File: src/rtl/mc_ctrl_pkg.sv
`timescale 1ns/1ps
package mc_ctrl_pkg;

  localparam int unsigned MC_NUM_ST = 10;
  localparam int unsigned MC_ST_W   = $clog2(MC_NUM_ST);

  // State order is fixed: codes 0..9 in path order
  typedef enum logic [MC_ST_W-1:0] {
    ST_FETCH  = 4'd0,
    ST_DECODE = 4'd1,
    ST_ADDR   = 4'd2,
    ST_MRD    = 4'd3,
    ST_MWB    = 4'd4,
    ST_MWR    = 4'd5,
    ST_EXE    = 4'd6,
    ST_AWB    = 4'd7,
    ST_BRANCH = 4'd8,
    ST_JUMP   = 4'd9
  } mc_state_e;

  typedef enum logic [2:0] {
    CL_NONE   = 3'd0,
    CL_LOAD   = 3'd1,
    CL_STORE  = 3'd2,
    CL_ALU    = 3'd3,
    CL_BRANCH = 3'd4,
    CL_JUMP   = 3'd5
  } mc_class_e;

  localparam logic [1:0] ALU_ADD   = 2'b00;
  localparam logic [1:0] ALU_SUB   = 2'b01;
  localparam logic [1:0] ALU_FUNCT = 2'b10;

  localparam logic [1:0] BSEL_REG  = 2'b00;
  localparam logic [1:0] BSEL_FOUR = 2'b01;
  localparam logic [1:0] BSEL_IMM  = 2'b10;
  localparam logic [1:0] BSEL_SHL  = 2'b11;

  localparam logic [1:0] PCS_ALU   = 2'b00;
  localparam logic [1:0] PCS_ALUQ  = 2'b01;
  localparam logic [1:0] PCS_JUMP  = 2'b10;

  typedef struct packed {
    logic       pc_wr;
    logic       pc_wr_cond;
    logic       addr_sel;
    logic       mem_rd;
    logic       mem_wr;
    logic       ir_wr;
    logic       wb_sel_mem;
    logic [1:0] pc_src;
    logic [1:0] alu_op;
    logic       alu_a_sel;
    logic [1:0] alu_b_sel;
    logic       rf_wr;
    logic       rf_dst_sel;
  } mc_ctrl_t;

  // Transition function: only decode and address compute look at the class
  function automatic mc_state_e mc_next(input mc_state_e s, input mc_class_e c);
    mc_state_e n;
    n = ST_FETCH;
    case (s)
      ST_FETCH:  n = ST_DECODE;
      ST_DECODE: begin
        case (c)
          CL_LOAD, CL_STORE: n = ST_ADDR;
          CL_ALU:            n = ST_EXE;
          CL_BRANCH:         n = ST_BRANCH;
          CL_JUMP:           n = ST_JUMP;
          default:           n = ST_FETCH;
        endcase
      end
      ST_ADDR: begin
        if (c == CL_LOAD)       n = ST_MRD;
        else if (c == CL_STORE) n = ST_MWR;
        else                    n = ST_FETCH;
      end
      ST_MRD:  n = ST_MWB;
      ST_EXE:  n = ST_AWB;
      default: n = ST_FETCH;
    endcase
    return n;
  endfunction

  // Output function: Moore, state only
  function automatic mc_ctrl_t mc_ctrl_of(input mc_state_e s);
    mc_ctrl_t c;
    c = '0;
    case (s)
      ST_FETCH: begin
        c.mem_rd    = 1'b1;
        c.ir_wr     = 1'b1;
        c.pc_wr     = 1'b1;
        c.pc_src    = PCS_ALU;
        c.alu_op    = ALU_ADD;
        c.alu_b_sel = BSEL_FOUR;
      end
      ST_DECODE: begin
        c.alu_op    = ALU_ADD;
        c.alu_b_sel = BSEL_SHL;
      end
      ST_ADDR: begin
        c.alu_a_sel = 1'b1;
        c.alu_b_sel = BSEL_IMM;
        c.alu_op    = ALU_ADD;
      end
      ST_MRD: begin
        c.mem_rd   = 1'b1;
        c.addr_sel = 1'b1;
      end
      ST_MWB: begin
        c.rf_wr      = 1'b1;
        c.wb_sel_mem = 1'b1;
      end
      ST_MWR: begin
        c.mem_wr   = 1'b1;
        c.addr_sel = 1'b1;
      end
      ST_EXE: begin
        c.alu_a_sel = 1'b1;
        c.alu_b_sel = BSEL_REG;
        c.alu_op    = ALU_FUNCT;
      end
      ST_AWB: begin
        c.rf_wr      = 1'b1;
        c.rf_dst_sel = 1'b1;
      end
      ST_BRANCH: begin
        c.alu_a_sel  = 1'b1;
        c.alu_b_sel  = BSEL_REG;
        c.alu_op     = ALU_SUB;
        c.pc_wr_cond = 1'b1;
        c.pc_src     = PCS_ALUQ;
      end
      ST_JUMP: begin
        c.pc_wr  = 1'b1;
        c.pc_src = PCS_JUMP;
      end
      default: c = '0;
    endcase
    return c;
  endfunction

endpackage

File: src/rtl/mc_op_classify.sv
`timescale 1ns/1ps
module mc_op_classify #(
  parameter int unsigned     OP_W      = 6,
  parameter logic [OP_W-1:0] OP_LOAD   = 6'b100011,
  parameter logic [OP_W-1:0] OP_STORE  = 6'b101011,
  parameter logic [OP_W-1:0] OP_ALU    = 6'b000000,
  parameter logic [OP_W-1:0] OP_BRANCH = 6'b000100,
  parameter logic [OP_W-1:0] OP_JUMP   = 6'b000010
) (
  input  logic [OP_W-1:0]        op,
  output mc_ctrl_pkg::mc_class_e cls
);
  import mc_ctrl_pkg::*;

  always_comb begin
    if      (op == OP_LOAD)   cls = CL_LOAD;
    else if (op == OP_STORE)  cls = CL_STORE;
    else if (op == OP_ALU)    cls = CL_ALU;
    else if (op == OP_BRANCH) cls = CL_BRANCH;
    else if (op == OP_JUMP)   cls = CL_JUMP;
    else                      cls = CL_NONE;
  end
endmodule

File: src/rtl/mc_next_state.sv
`timescale 1ns/1ps
module mc_next_state (
  input  mc_ctrl_pkg::mc_state_e cur,
  input  mc_ctrl_pkg::mc_class_e cls,
  output mc_ctrl_pkg::mc_state_e nxt
);
  import mc_ctrl_pkg::*;

  always_comb nxt = mc_next(cur, cls);
endmodule

File: src/rtl/mc_ctrl_out.sv
`timescale 1ns/1ps
module mc_ctrl_out (
  input  mc_ctrl_pkg::mc_state_e cur,
  output mc_ctrl_pkg::mc_ctrl_t  ctl
);
  import mc_ctrl_pkg::*;

  always_comb ctl = mc_ctrl_of(cur);
endmodule

File: src/rtl/mc_control_fsm.sv
`timescale 1ns/1ps
module mc_control_fsm #(
  parameter int unsigned     OP_W      = 6,
  parameter logic [OP_W-1:0] OP_LOAD   = 6'b100011,
  parameter logic [OP_W-1:0] OP_STORE  = 6'b101011,
  parameter logic [OP_W-1:0] OP_ALU    = 6'b000000,
  parameter logic [OP_W-1:0] OP_BRANCH = 6'b000100,
  parameter logic [OP_W-1:0] OP_JUMP   = 6'b000010
) (
  input  logic            clk,
  input  logic            rst,
  input  logic [OP_W-1:0] op,
  output logic            pc_wr,
  output logic            pc_wr_cond,
  output logic            addr_sel,
  output logic            mem_rd,
  output logic            mem_wr,
  output logic            ir_wr,
  output logic            wb_sel_mem,
  output logic [1:0]      pc_src,
  output logic [1:0]      alu_op,
  output logic            alu_a_sel,
  output logic [1:0]      alu_b_sel,
  output logic            rf_wr,
  output logic            rf_dst_sel
);
  import mc_ctrl_pkg::*;

  mc_state_e st_q;
  mc_state_e st_d;
  mc_class_e op_cls;
  mc_ctrl_t  ctl;

  mc_op_classify #(
    .OP_W(OP_W), .OP_LOAD(OP_LOAD), .OP_STORE(OP_STORE),
    .OP_ALU(OP_ALU), .OP_BRANCH(OP_BRANCH), .OP_JUMP(OP_JUMP)
  ) u_cls (
    .op  (op),
    .cls (op_cls)
  );

  mc_next_state u_nxt (
    .cur (st_q),
    .cls (op_cls),
    .nxt (st_d)
  );

  mc_ctrl_out u_out (
    .cur (st_q),
    .ctl (ctl)
  );

  always_ff @(posedge clk) begin
    if (rst) st_q <= ST_FETCH;
    else     st_q <= st_d;
  end

  assign pc_wr      = ctl.pc_wr;
  assign pc_wr_cond = ctl.pc_wr_cond;
  assign addr_sel   = ctl.addr_sel;
  assign mem_rd     = ctl.mem_rd;
  assign mem_wr     = ctl.mem_wr;
  assign ir_wr      = ctl.ir_wr;
  assign wb_sel_mem = ctl.wb_sel_mem;
  assign pc_src     = ctl.pc_src;
  assign alu_op     = ctl.alu_op;
  assign alu_a_sel  = ctl.alu_a_sel;
  assign alu_b_sel  = ctl.alu_b_sel;
  assign rf_wr      = ctl.rf_wr;
  assign rf_dst_sel = ctl.rf_dst_sel;
endmodule

File: config.mk
export PLATFORM = sky130hd
export DESIGN_NAME = mc_control_fsm
export DESIGN_NICKNAME = d
export VERILOG_FILES = /design/src/rtl/mc_ctrl_pkg.sv /design/src/rtl/mc_op_classify.sv /design/src/rtl/mc_next_state.sv /design/src/rtl/mc_ctrl_out.sv /design/src/rtl/mc_control_fsm.sv
export SDC_FILE = /design/constraint.sdc
export NUM_CORES = 1
export LEC_CHECK = 0
export CAP_MARGIN = 5
export CORE_UTILIZATION = 35
export CTS_CLUSTER_SIZE = 12
export DETAILED_ROUTE_END_ITERATION = 12
export PLACE_DENSITY_LB_ADDON = 0.05
export SYNTH_ARGS = -nofsm -noshare
export SYNTH_HDL_FRONTEND = slang
export SYNTH_SLANG_ARGS = --single-unit
File: constraint.sdc
create_clock -name clk -period 1.45 [get_ports clk]
set_clock_uncertainty 0.2 [all_clocks]
set_input_delay 0.145 -clock clk [delete_from_list [all_inputs] [get_ports clk]]
set_output_delay 0.145 -clock clk [all_outputs]
set_load 0.1 [all_outputs]
==> key figures, run 1 <==
Status
  • Stopping stage: clock tree synthesis (4_1_cts)
  • Stop Error: [ERROR DPL-0038] Utilization greater than 100%, impossible to legalize
  • Run status: stopped before the end

Clocking
  • Total CTS buffers: 3
  • Maximum count of clock buffers along a single path: 2
  • Clock H-tree levels: 1
  • Hold bufs inserted after CTS: 0
  • Buffer cell driving the clock tree root: clkbuf_4
  • Clock sink count: 4
  • Resized cells post-CTS: 15
  • Post CTS Setup Buffer Count: 5

Yosys
  • Proportion of synthesized flip-flops having asynchronous set or reset: 0%
  • Top cells by area in the synthesized netlist: dfxtp_1 17%, nor3_1 6.4%, a2111oi_4 5.9%
  • Post-synthesis sequential area ratio: 17.1%
  • Number of synthesized flops with an enable pin: 0
  • Total standard cell area after synthesis: 469 sq um
  • Mean instance size in the synthesized netlist: 7.95 sq um
  • Count of different cell masters after synthesis: 32
  • Count of synthesis-stage warnings from yosys: 0
  • Post-synth top cells: 6 x nor2_1, 6 x nor3_1, 4 x a21oi_1, 4 x dfxtp_1
  • Share of the synthesized area in the top cell type: 17.1%
  • Number of standard cells after synthesis: 59
  • Cell taking the most area after synthesis: dfxtp_1
  • Syn nets: 67
  • Count of state elements after synthesis: 4
  • Most used flip-flop cell after synthesis: dfxtp_1

Floorplan
  • Effective utilization at floorplan: 40.1%
  • Horizontal extent of the die: 38.6 um
  • Top Ports: 24
  • Y dimension of the die: 38.6 um
  • Number of cell rows: 12

Placement
  • Worst setup slack before clock tree synthesis: -0.201 ns
  • Half-perimeter wire length of the detailed placement result: 1370 um
  • Final weighted congestion of routability-driven global placement: 0.835
  • Count of buffers from port buffering: 23
## kinds of logic after synthesis
| logic type | Yosys count | share of synthesized area [%] |
|---|---|---|
| AO/OA/AOI/OAI | 12 | 21.9 |
| XOR/XNOR | 2 | 3.73 |
| buffers and inverters | 6 | 12.3 |
| flip-flops | 4 | 17.1 |
| multiplexers | 1 | 2.13 |
| AND/OR/NAND/NOR | 34 | 42.9 |
## metrics by stage
| step | cell area [sq um] | utilization, % | cells | hold WS [ns] |
|---|---|---|---|---|
| floorplan | 618 | - | 59 | 0.0212 |
| global placement | 1110 | 94.9 | 111 | 0.447 |
| detailed placement | 1110 | 94.9 | 111 | 0.474 |
==> run 2, diff against run 1 <==
--- a/config.mk
+++ b/config.mk
@@ -6,10 +6,10 @@
 export NUM_CORES = 1
 export LEC_CHECK = 0
 export CAP_MARGIN = 5
-export CORE_UTILIZATION = 35
-export CTS_CLUSTER_SIZE = 12
+export CORE_AREA = 2 2 63 65
 export DETAILED_ROUTE_END_ITERATION = 12
-export PLACE_DENSITY_LB_ADDON = 0.05
+export DIE_AREA = 0 0 65 67
+export PLACE_DENSITY_LB_ADDON = 0.15
 export SYNTH_ARGS = -nofsm -noshare
 export SYNTH_HDL_FRONTEND = slang
 export SYNTH_SLANG_ARGS = --single-unit
==> key figures, run 2 <==
Clocking
  • Reg clk slew, reported paths: 0.03 ns
  • Clock sink count: 4
  • Maximum count of clock buffers along a single path: 2
  • Clock tree from TritonCTS: done
  • Hold bufs inserted after CTS: 0
  • Buffer cell driving the clock tree root: clkbuf_8
  • Total CTS buffers: 3
  • Clock H-tree levels: 1
  • Insertion delay to the later sink of the worst-skew pair: 0.22 ns

Route
  • Remaining number of nets flagged by the antenna check after routing: 0
  • Count of unresolved DRC violations after routing: 0
  • Sum of routed wire length over all layers: 1600 um
  • Detailed-route wire length per cell: 10.2 um
  • Vias: 630
  • Detailed-routing iteration count for the pre-antenna-repair pass: 4
  • Via count normalized by instance count: 4.01
  • Iteration-0 DRC count of the detailed router: 4

Floorplan
  • Top Ports: 24
  • Y dimension of the die: 67 um
  • Horizontal extent of the die: 65 um
  • Effective utilization at floorplan: 13.0%
  • Total Die Area: 4360 sq um
  • Number of cell rows: 22
  • Core area: 3610 sq um

Timing
  • Pins Over Slew Limit: 0
  • Fmax: 615 MHz
  • RSZ-0062 raised after global routing: yes
  • Minimum hold slack: 0.134 ns
  • Slack of the critical path: -0.177 ns
  • Hold Violations, Final: 0
  • Worst rel slew slack: 82.3%
  • Post-route setup TNS: -1.82 ns
  • Final worst path period share: 112%
  • Final setup viols: 16
  • Post-layout min period: 1.63 ns
  • Worst-margin pin slew: 0.265 ns

Placement
  • Half-perimeter wire length of the detailed placement result: 1320 um
  • Final weighted congestion of routability-driven global placement: 0.694
  • Worst setup slack before clock tree synthesis: -0.175 ns
  • Count of buffers from port buffering: 23

Yosys
  • Count of different cell masters after synthesis: 32
  • Most used flip-flop cell after synthesis: dfxtp_1
  • Count of synthesis-stage warnings from yosys: 0
  • Share of the synthesized area in the top cell type: 17.1%
  • Proportion of synthesized flip-flops having asynchronous set or reset: 0%
  • Number of standard cells after synthesis: 59
  • Cell taking the most area after synthesis: dfxtp_1
  • Total standard cell area after synthesis: 469 sq um
  • Syn nets: 67
  • Top cells by area in the synthesized netlist: dfxtp_1 17%, nor3_1 6.4%, a2111oi_4 5.9%
  • Count of state elements after synthesis: 4
  • Post-synthesis sequential area ratio: 17.1%
  • Post-synth top cells: 6 x nor2_1, 6 x nor3_1, 4 x a21oi_1, 4 x dfxtp_1
  • Mean instance size in the synthesized netlist: 7.95 sq um
  • Number of synthesized flops with an enable pin: 0

Power and ir drop
  • Tot Pwr: 0.631 mW
  • Worst VDD drop: 0.000170 V
  • Combinational fraction of design power: 44.3%
  • Portion of total power attributed to sequential cells: 18.8%
  • P per Cell Area: 445 nW/um^2
  • Psw: 0.215 mW
  • Fraction of power spent switching nets: 34.1%
  • LEAKAGE: 0.552 nW
  • Int Power: 0.416 mW
  • Clock network power share: 36.8%

Critical path
  • Top cell family by delay on the critical path: simple AND/OR/NAND/NOR gates
  • CP Class: reg2out
  • Largest fanout of any net on the critical path: 3
  • Crit path largest cell delay: 0.32 ns
  • Cell at the slowest stage of the critical path: dfxtp_2
  • CP Buf/Inv Count: 2
  • Arrival time of data at the critical path endpoint: 1.28 ns
  • Worst path required time: 1.11 ns
  • Cell Chain, Critical Path: nand2b_4 -> buf_6 -> nor3_4 -> buf_12
  • Launching element type of the critical path: flop
  • Endpoint type of the worst setup path: primary output

Finish
  • Top Registers: st_q: 4 flops
  • Synthesis-to-layout area growth: 202%
  • Area taken by multi-input logic gates: 537 sq um
  • FILL cells: 362
  • Sequential standard cell area: 92.6 sq um
  • Number of inserted diodes: 0
  • Largest register FFs: 4
  • Most flops, register: st_q
  • Most common cell after layout, fill and taps aside: buf_12
  • Commonest cells after routing, fill and taps aside: 17 x buf_12, 14 x buf_6, 14 x buf_4, 7 x nor2_4
  • Fraction of final layout cells sized beyond drive strength 1: 79.8%
  • Final Net Count: 119
  • End-of-flow core utilization: 39.3%

GRT
  • Total global-route track usage: 8.29%
  • Pin count of the biggest net entering global routing: 9
  • Initial antenna violation count: 0
  • Global-route wire length before repair: 2760 um
  • Via count of the first global-routing pass: 639
  • Residual overflow from global routing: 0

Status
  • Violated checks: setup timing
  • Run status: finished, violations left

Flow run
  • Max-cap violation count: 0

Hold path
  • Worst min-delay path category: in2reg
==> run 2: cell families (layout without fill, tap and decap cells) <==
logic type / Yosys count / in the layout / share of synthesized area (%)
compound gates: 12 / 12 / 21.9
xor+xnor: 2 / 2 / 3.73
buf+inv: 6 / 56 / 12.3
flops: 4 / 4 / 17.1
mux: 1 / 1 / 2.13
simple gates: 34 / 34 / 42.9
==> run 2: layer usage <==
layer	GRT usage [%]	vias to the layer above	routed length [um]
met1	8.14	292	614
met2	16.0	18	888
met3	1.18	2	74
met5	0	-	0
li1	-	318	-
met4	5.59	0	19
==> run 2: layout make-up <==
cell class	instances	share of cell area (%)
Sequential cell	4	6.53
Timing Repair Buffer	52	48.0
Clock buffer	3	2.91
Multi-Input combinational cell	49	37.9
Tap cell	48	4.24
Inverter	1	0.441
==> run 2: power groups by stage <==
stage,clock network (mW),logic [mW],registers [mW]
3_5_place_dp,0,0.262,0.124
6_report,0.232,0.280,0.119
5_1_grt,0.247,0.294,0.120
4_1_cts,0.242,0.278,0.119
2_1_floorplan,0,0.159,0.120
3_3_place_gp,0,0.262,0.124
==> run 2: worst paths after layout <==
kind                     end     from  slack [ns]  cells after the start
setup / recovery  pc_wr_cond  st_q[2]       -0.18                      4
hold / removal       st_q[3]    op[1]        0.13                      3
setup reg to reg     st_q[2]  st_q[3]        0.07                      3
hold reg to reg      st_q[2]  st_q[0]        0.47                      2
==> run 2: repair_timing <==
item / CTS / global route
gates resized for setup: 24 / 15
endpoints found under the setup margin: 17 / 20
hold endpoints to repair: 0 / 0
buffers inserted: 6 / 2
pin swaps: 12 / 16
==> run 2: stage by stage <==
stage | instances | cell area, sq um
6_report | 157 | 1420
5_1_grt | 157 | 1420
4_1_cts | 157 | 1360
3_5_place_dp | 148 | 1180
3_3_place_gp | 148 | 1180
2_1_floorplan | 59 | 618
==> run 2: worst min-delay path, stage by stage <==
cell and delay, ns:
dlymetal6s2s_1 0.17, xnor2_1 0.16, nor4_2 0.04
Note: power is estimated with default switching activity, not from simulation.
==> run 3, diff against run 2 <==
--- a/config.mk
+++ b/config.mk
@@ -5,11 +5,13 @@
 export SDC_FILE = /design/constraint.sdc
 export NUM_CORES = 1
 export LEC_CHECK = 0
+export ABC_CLOCK_PERIOD_IN_PS = 1450
 export CAP_MARGIN = 5
 export CORE_AREA = 2 2 63 65
 export DETAILED_ROUTE_END_ITERATION = 12
 export DIE_AREA = 0 0 65 67
 export PLACE_DENSITY_LB_ADDON = 0.15
+export SLEW_MARGIN = 5
 export SYNTH_ARGS = -nofsm -noshare
 export SYNTH_HDL_FRONTEND = slang
 export SYNTH_SLANG_ARGS = --single-unit
==> results of run 3 <==
No change in the layout: final DEF, timing and power equal those of run 2.
==> run 4, diff against run 3 <==
--- a/config.mk
+++ b/config.mk
@@ -5,7 +5,7 @@
 export SDC_FILE = /design/constraint.sdc
 export NUM_CORES = 1
 export LEC_CHECK = 0
-export ABC_CLOCK_PERIOD_IN_PS = 1450
+export ABC_CLOCK_PERIOD_IN_PS = 1300
 export CAP_MARGIN = 5
 export CORE_AREA = 2 2 63 65
 export DETAILED_ROUTE_END_ITERATION = 12
==> constraint.sdc (replaced) <==
create_clock -name clk -period 1.3 [get_ports clk]
set_clock_uncertainty 0.2 [all_clocks]
set_input_delay 0.13 -clock clk [delete_from_list [all_inputs] [get_ports clk]]
set_output_delay 0.13 -clock clk [all_outputs]
set_load 0.1 [all_outputs]
==> key figures, run 4 (synthesis results as in run 2) <==
Floorplan
  • Core area: 3610 sq um
  • Total Die Area: 4360 sq um
  • Top Ports: 24
  • Y dimension of the die: 67 um
  • Number of cell rows: 22
  • Horizontal extent of the die: 65 um
  • Effective utilization at floorplan: 13.0%

Finish
  • Most common cell after layout, fill and taps aside: buf_12
  • Post-layout instance count excluding filler cells: 155
  • Number of inserted diodes: 0
  • End-of-flow core utilization: 37.7%
  • Largest register FFs: 4
  • Top Registers: st_q: 4 flops
  • Commonest cells after routing, fill and taps aside: 17 x buf_12, 15 x buf_4, 11 x buf_6, 7 x nor2_4, 6 x dlygate4sd2_1
  • Final Net Count: 117
  • Fraction of final layout cells sized beyond drive strength 1: 75.7%
  • Most flops, register: st_q
  • Synthesis-to-layout area growth: 190%

Timing
  • Final setup viols: 18
  • Post-layout min period: 1.57 ns
  • Slack of the critical path: -0.273 ns
  • Hold Violations, Final: 0
  • Final worst path period share: 121%
  • Post-route setup TNS: -3.89 ns
  • Fmax: 636 MHz
  • RSZ-0062 raised after global routing: yes
  • Minimum hold slack: 0.109 ns
  • Worst-margin pin slew: 0.301 ns
  • Pins Over Slew Limit: 0
  • Worst rel slew slack: 79.8%

Critical path
  • Worst reg2reg setup slack: -0.03 ns
  • Crit path top cell by count: buf_12
  • Cells on worst reg2reg path: 5
  • Launching element type of the critical path: flop
  • Stages on worst setup path: 5
  • Crit path largest cell delay: 0.38 ns
  • Endpoint type of the worst setup path: primary output
  • Cell Chain, Critical Path: buf_6 -> nand2_8 -> buf_12 -> a21boi_4 -> buf_12
  • Arrival time of data at the critical path endpoint: 1.24 ns
  • Cell at the slowest stage of the critical path: dfxtp_4
  • CP Buf/Inv Count: 3
  • Worst flop-to-flop path startpoint: st_q[3]
  • Reg-to-Reg End: st_q[0]
  • Top cell family by delay on the critical path: buffers and inverters
  • Origin of the worst setup path: st_q[0]
  • Largest fanout of any net on the critical path: 6
  • Worst path required time: 0.97 ns
  • CP Class: reg2out

Status
  • Run status: finished, violations left
  • Violated checks: setup timing

Route
  • Vias: 606
  • Sum of routed wire length over all layers: 1540 um
  • Iteration-0 DRC count of the detailed router: 14
  • Count of unresolved DRC violations after routing: 0
  • Detailed-routing iteration count for the pre-antenna-repair pass: 4
  • Detailed-route wire length per cell: 9.92 um
  • Remaining number of nets flagged by the antenna check after routing: 0
  • Via count normalized by instance count: 3.91

Placement
  • Half-perimeter wire length of the detailed placement result: 1230 um
  • Final weighted congestion of routability-driven global placement: 0.788
  • Worst setup slack before clock tree synthesis: -0.309 ns
  • Count of buffers from port buffering: 23
  • Number of cells after detailed placement: 146

GRT
  • Initial antenna violation count: 0
  • Total global-route track usage: 7.58%
  • Pin count of the biggest net entering global routing: 10
  • Global-route wire length before repair: 2540 um
  • Residual overflow from global routing: 0
  • Via count of the first global-routing pass: 636

Clocking
  • Buffer cell driving the clock tree root: clkbuf_8
  • Clock H-tree levels: 1
  • Maximum count of clock buffers along a single path: 2
  • Insertion delay to the later sink of the worst-skew pair: 0.21 ns
  • Clock tree from TritonCTS: done
  • Total CTS buffers: 3
  • Clock sink count: 4
  • Reg clk slew, reported paths: 0.03 ns

Power and ir drop
  • P per Cell Area: 512 nW/um^2
  • LEAKAGE: 0.517 nW
  • Worst VDD drop: 0.000188 V

Hold path
  • Hold depth: 2
  • Beginning of the worst hold path: op[4]
  • Worst min-delay path category: in2reg
  • Worst hold path endpoint: st_q[3]

Flow run
  • Max-cap violation count: 0
==> run 4: changes by cell type in the layout (fill, tap and decap cells not counted), sizes merged <==
cell           change
buf                -2
dlymetal6s2s       -3
clkdlybuf4s50      -3
dlygate4sd2        +6
==> run 4: where the power goes <==
part / leakage (nW) / total (mW) / switching, mW / internal (mW)
clock network: 0.0216 / 0.257 / 0.0596 / 0.197
registers: 0.0352 / 0.130 / 0.00694 / 0.123
logic: 0.460 / 0.310 / 0.171 / 0.138
==> run 4: per-layer routing <==
layer  track usage, %  part of all wire (%)
met1             6.75                    37
met2             15.6                    60
met3             1.18                   3.1
met4             4.79                     0
met5                0                     0
==> run 4: area by class of cell <==
class | instances | area (sq um)
Timing Repair Buffer | 50 | 639
Tap cell | 48 | 60.1
Inverter | 1 | 6.26
Sequential cell | 4 | 92.6
Multi-Input combinational cell | 49 | 520
Clock buffer | 3 | 41.3
Fill cell | 359 | 2250
==> run 4: per-stage QoR <==
stage          total power [mW]  area (sq um)
3_5_place_dp              0.431          1170
5_1_grt                   0.726          1360
3_3_place_gp              0.431          1170
6_report                  0.696          1360
2_1_floorplan             0.314           631
4_1_cts                   0.691          1320
==> run 4: timing repair <==
action,in CTS,in global routing
pin swaps,9,9
setup endpoints to repair,20,20
resized for setup,28,7
setup buffers,4,2
hold buffers,0,0
==> run 4: how the worst max path moves through the flow <==
stage | to | slack (ns)
after CTS | rf_wr | -0.30
after floorplan | pc_wr | -1.00
final | alu_b_sel[1] | -0.27
after global placement | st_q[2] | -0.33
after detailed placement | st_q[2] | -0.31
after global routing | pc_wr_cond | -0.32
==> run 4: worst reg2reg max path, cell delays in order, from the launching register on <==
cell	delay, ns
dfxtp_4	0.35
buf_6	0.12
or2_4	0.27
a21oi_1	0.12
nand3b_1	0.10
o21ai_1	0.08
